File: config.mk
export PLATFORM = sky130hd
export DESIGN_NAME = xlate_buf
export DESIGN_NICKNAME = d
export VERILOG_FILES = /design/src/rtl/xlate_buf.sv
export SDC_FILE = /design/constraint.sdc
export NUM_CORES = 2
export LEC_CHECK = 0
export ABC_AREA = 1
export BUFFER_PORTS_ARGS = -buffer_cell sky130_fd_sc_hd__buf_2
export CAP_MARGIN = 20
export CORE_MARGIN = 2
export CORE_UTILIZATION = 49
export DETAILED_ROUTE_END_ITERATION = 8
export GPL_ROUTABILITY_DRIVEN = 0
export PLACE_DENSITY = 0.65
export SLEW_MARGIN = 10
export SYNTH_ARGS = -nofsm -noshare
export SYNTH_HDL_FRONTEND = slang
export SYNTH_SLANG_ARGS = --single-unit
File: constraint.sdc
create_clock -name clk -period 4.9 [get_ports clk]
set_input_delay 0 -clock clk [delete_from_list [all_inputs] [get_ports clk]]
set_output_delay 0 -clock clk [all_outputs]
set_load 0.02 [all_outputs]
File: src/rtl/xlate_buf.sv
module xlate_buf #(
  parameter int ENTRIES = 32,
  parameter int TAG_W   = 30,
  parameter int PPN_W   = 21,
  parameter int OFF_W   = 13
) (
  input  logic                   clk,
  input  logic                   rst_n,
  input  logic                   flush,
  input  logic                   lk_vld,
  input  logic                   lk_wr,
  input  logic [TAG_W-1:0]       lk_vpn,
  input  logic [OFF_W-1:0]       lk_off,
  input  logic                   rf_en,
  input  logic [TAG_W-1:0]       rf_vpn,
  input  logic [PPN_W-1:0]       rf_ppn,
  input  logic                   rf_rd,
  input  logic                   rf_wr,
  output logic                   res_vld,
  output logic                   hit,
  output logic                   miss,
  output logic                   viol,
  output logic [PPN_W+OFF_W-1:0] pa
);
  localparam int IDX_W = $clog2(ENTRIES);

  logic [ENTRIES-1:0] vld, rd_ok, wr_ok, match, free;
  logic [TAG_W-1:0]   tag [ENTRIES];
  logic [PPN_W-1:0]   ppn [ENTRIES];
  logic [IDX_W-1:0]   sel, vic, rr;
  logic               any, has_free, perm;

  for (genvar g = 0; g < ENTRIES; g++) begin : g_cmp
    assign match[g] = vld[g] && (tag[g] == lk_vpn);
  end

  assign any  = |match;
  assign perm = lk_wr ? wr_ok[sel] : rd_ok[sel];
  assign free = flush ? '1 : ~vld;
  assign has_free = |free;

  always_comb begin
    sel = '0;
    for (int i = ENTRIES - 1; i >= 0; i--)
      if (match[i]) sel = IDX_W'(i);
  end

  always_comb begin
    vic = rr;
    for (int i = ENTRIES - 1; i >= 0; i--)
      if (free[i]) vic = IDX_W'(i);
  end

  always_ff @(posedge clk) begin
    if (!rst_n) begin
      vld <= '0;
      rr  <= '0;
    end else begin
      if (flush) vld <= '0;
      if (rf_en) begin
        vld[vic] <= 1'b1;
        if (!has_free) rr <= (rr == IDX_W'(ENTRIES - 1)) ? '0 : rr + 1'b1;
      end
    end
  end

  always_ff @(posedge clk) begin
    if (rf_en) begin
      tag[vic]   <= rf_vpn;
      ppn[vic]   <= rf_ppn;
      rd_ok[vic] <= rf_rd;
      wr_ok[vic] <= rf_wr;
    end
  end

  always_ff @(posedge clk) begin
    if (!rst_n) begin
      res_vld <= 1'b0;
      hit     <= 1'b0;
      miss    <= 1'b0;
      viol    <= 1'b0;
      pa      <= '0;
    end else begin
      res_vld <= lk_vld;
      hit     <= lk_vld && any && perm;
      viol    <= lk_vld && any && !perm;
      miss    <= lk_vld && !any;
      pa      <= {ppn[sel], lk_off};
    end
  end
endmodule


==> summary.txt <==
Status
  • Status: complete, no violations

Place
  • Post-DP HPWL: 142200 µm
  • IO Port Bufs: 139

Die
  • Die Width: 392.7 µm
  • Core Footprint: 0.1500 mm²
  • IO Count: 140
  • Die height: 392.7 µm
  • Row cnt: 142
  • Initial Util: 49.38%
  • DIE AREA: 0.1542 mm²

Routing
  • WL final: 249300 µm
  • Number of nets with antenna violations after routing: 0
  • DRC: 0
  • DRT iter0 DRCs: 8859
  • 1st-pass router iterations: 7
  • Routed vias/inst: 6.163
  • Routed WL per cell: 28.95 µm
  • DR vias: 53060

Setup path
  • WP data required: 5360 ps
  • R2R setup slack: 80 ps
  • Type of the worst setup path: reg2reg
  • CP Launch Type: flip-flop
  • Reg2Reg Depth: 21
  • WP data arrival: 5280 ps
  • Crit path capture type: flip-flop
  • Worst reg2reg path startpoint: rr[0]
  • Crit-path max FO: 23
  • R2R Path End: ppn[21][3]

Synthesis
  • Yosys warnings: 0
  • Synth top area share: 68.78%
  • Top cells by area, synth: edfxtp_1 (69%), nand2_1 (8.2%), nand3_1 (3.4%)
  • Syn_area_per_cell: 12.27 µm²
  • Top cell type by total area after synthesis: edfxtp_1
  • Cell with the most instances after synthesis: edfxtp_1
  • Synthesized instance count: 6037
  • Top post-synthesis cells by count: edfxtp_1 (1696), nand2_1 (1609), nand3_1 (508), o21ai_0 (247), xnor2_1 (241)
  • Ys flop type: edfxtp_1
  • Netlist Area Pre-Place: 0.07405 mm²
  • #FFs+latches synth: 1771
  • Syn_nets: 6141
  • Number of synthesized flops with an enable pin: 1696
  • Distinct cells, synth: 53
  • Seq/Total Area, Yosys: 70.81%
  • Ys async rst share: 0%

Global routing
  • Vias in the first global route: 49640
  • Initial antenna violation count: 14
  • Grt met1 use: 45.50%
  • Largest net degree at the start of global routing: 82
  • GR peak layer: met2
  • Grt met2 use: 47.17%
  • Total track usage: 31.89%
  • GRT overflow: 0
  • Grt met3 use: 8.311%
  • First-pass GRT wire length: 349500 µm

Clock tree
  • H-tree Lvls: 4
  • CTS tree: done
  • Cts bufs inserted: 179
  • Longest Clk Path Bufs: 3
  • Clk slew on worst S/H paths: 60 ps
  • Root Driver: clkbuf_16
  • # clock sinks: 1771
  • Worst-Skew Late Latency: 850 ps

Power
  • Maximum vdd drop: 0.3785 mV
  • Sw frac: 22.26%
  • Internal Power: 24.96 mW
  • Final total power: 32.11 mW
  • Power density over the cells: 371.8 mW/mm²
  • Clk pwr share: 43.1%
  • Leakage: 30.23 nW
  • Sw Pwr: 7.147 mW
  • Sequential power share: 51.9%
  • Gate power share: 5.1%

Timing
  • Worst clock skew: 33.17 ps
  • Final Max Slew Viols: 0
  • Fin crit period: 4820 ps
  • Final Hold Violating Endpoints: 0
  • Hold_ws: 166.0 ps
  • Worst-Margin Slew: 996.7 ps
  • Crit share post-route: 98.36%
  • Highest Clock Rate: 207.5 MHz
  • Finish-stage setup viols: 0
  • Normalized max-slew margin: 32.94%
  • RSZ-0062 raised after global routing: true

Min path
  • Endpoint, Worst Hold: hit
  • Hold WC Path Type: in2reg
  • Hold_sp: lk_wr
  • Worst hold stages: 4

Flow run
  • Max cap viols: 0

Final layout
  • Layout cells sized above 1: 12.71%
  • Fin nets: 6537
  • Syn-to-layout area delta: 16.65%
  • Final-layout fill cell count: 11950
  • Final Util: 57.60%
-- sequential cells by signal, summed over array words and instances (netlist names) --
register and cells:
hit 1, miss 1, pa 34, ppn 672, rd_ok 32, res_vld 1
rr 5, tag 960, viol 1, vld 32, wr_ok 32
-- cells by family after synthesis --
logic type                 synth area share [%]
and+or+nand+nor                           15.33
AOI/OAI and AO/OA                         6.462
xor gates and xnor gates                  3.631
adders and majority gates               0.03379
DFF                                       70.81
buffers and inverters                     3.736
-- critical path, stage by stage (launching register included) --
cell and delay (ps):
dfxtp_1 420, o21ai_0 120, a21oi_1 180, o21ai_0 150, a21oi_1 240, o21ai_0 100
a21oi_1 130, o21ai_0 110, a21oi_1 210, o21ai_0 100, a21oi_1 400, o21ai_0 160
a21oi_1 230, o21ai_0 120, a21oi_1 240, o21ai_0 150, nand2_1 80, nand2_1 60
nor2_1 90, inv_1 340, nor2_4 270, buf_4 510
-- area by class of cell --
type | instances | area, µm² | share of cell area [%]
timing repair buffer | 547 | 5419 | 6.274
clock buffer | 243 | 4902 | 5.675
antenna | 10 | 25.02 | 0.02897
sequential | 1771 | 52430 | 60.70
clock inverter | 89 | 1012 | 1.172
multi-input combinational | 3715 | 19210 | 22.24
inverter | 219 | 855.8 | 0.9908
tap | 2016 | 2522 | 2.920
-- power groups by stage --
stage | clock, mW | combinational (mW) | sequential [mW]
floorplan | 0 | 0.591 | 17.0
global placement | 0 | 1.48 | 17.0
detailed placement | 0 | 1.49 | 17.0
CTS | 13.9 | 1.56 | 16.7
global route | 14.5 | 1.66 | 16.7
finish | 13.8 | 1.63 | 16.7
-- placed cells by master (no fill, tap or decap), types with 27 or more instances in the layout --
cell type / n
buf_12: 93
a22o_1: 92
o21a_1: 32
xor2_1: 66
clkbuf_1: 48
edfxtp_1: 1696
dlygate4sd3_1: 93
o21ai_1: 29
nor2_4: 32
nand3_1: 506
nand2_1: 1604
xnor2_1: 240
buf_4: 203
a21oi_1: 117
nand4_1: 71
o21ai_0: 247
dfxtp_1: 75
inv_1: 190
nor4_1: 120
o22ai_1: 139
buf_2: 138
clkbuf_16: 189
clkinv_1: 27
nor2_1: 190
nor3_1: 32
-- per-layer routing --
| layer | routed length, µm | up-vias |
|---|---|---|
| met5 | 41 | - |
| met4 | 9023 | 6 |
| met3 | 36900 | 600 |
| met2 | 108400 | 3962 |
| met1 | 94950 | 26020 |
| li1 | - | 22480 |
-- through the flow --
stage / cells / area [µm²] / TNS [ps] / setup WS [ps]
floorplan: 6037 / 74050 / -145780 / -174.3
CTS: 8586 / 85910 / 0 / 170.7
detailed placement: 8161 / 79060 / 0 / 66.23
finish: 8610 / 86380 / 0 / 80.41
global placement: 8160 / 79040 / -15.10 / -13.29
global route: 8602 / 86360 / -177.6 / -28.14
-- worst max-delay path by stage --
stage	cells past startpoint	startpoint	slack [ps]	endpoint
global route	49	tag[29][6]	-30	pa[28]
global placement	45	lk_vpn[9]	-10	pa[17]
detailed placement	44	lk_vpn[26]	70	pa[17]
floorplan	22	vld[31]	-170	ppn[10][0]
CTS	42	tag[26][20]	170	pa[17]
finish	21	rr[0]	80	ppn[21][3]
-- what timing repair did --
| item | in CTS | in global routing |
|---|---|---|
| endpoints found under the setup margin | 0 | 23 |
| setup buffers | 0 | 6 |
| resized for setup | 0 | 46 |
| hold buffers | 93 | 0 |
| hold endpoints to repair | 1752 | 0 |
Note: power is estimated with default switching activity, not from simulation.
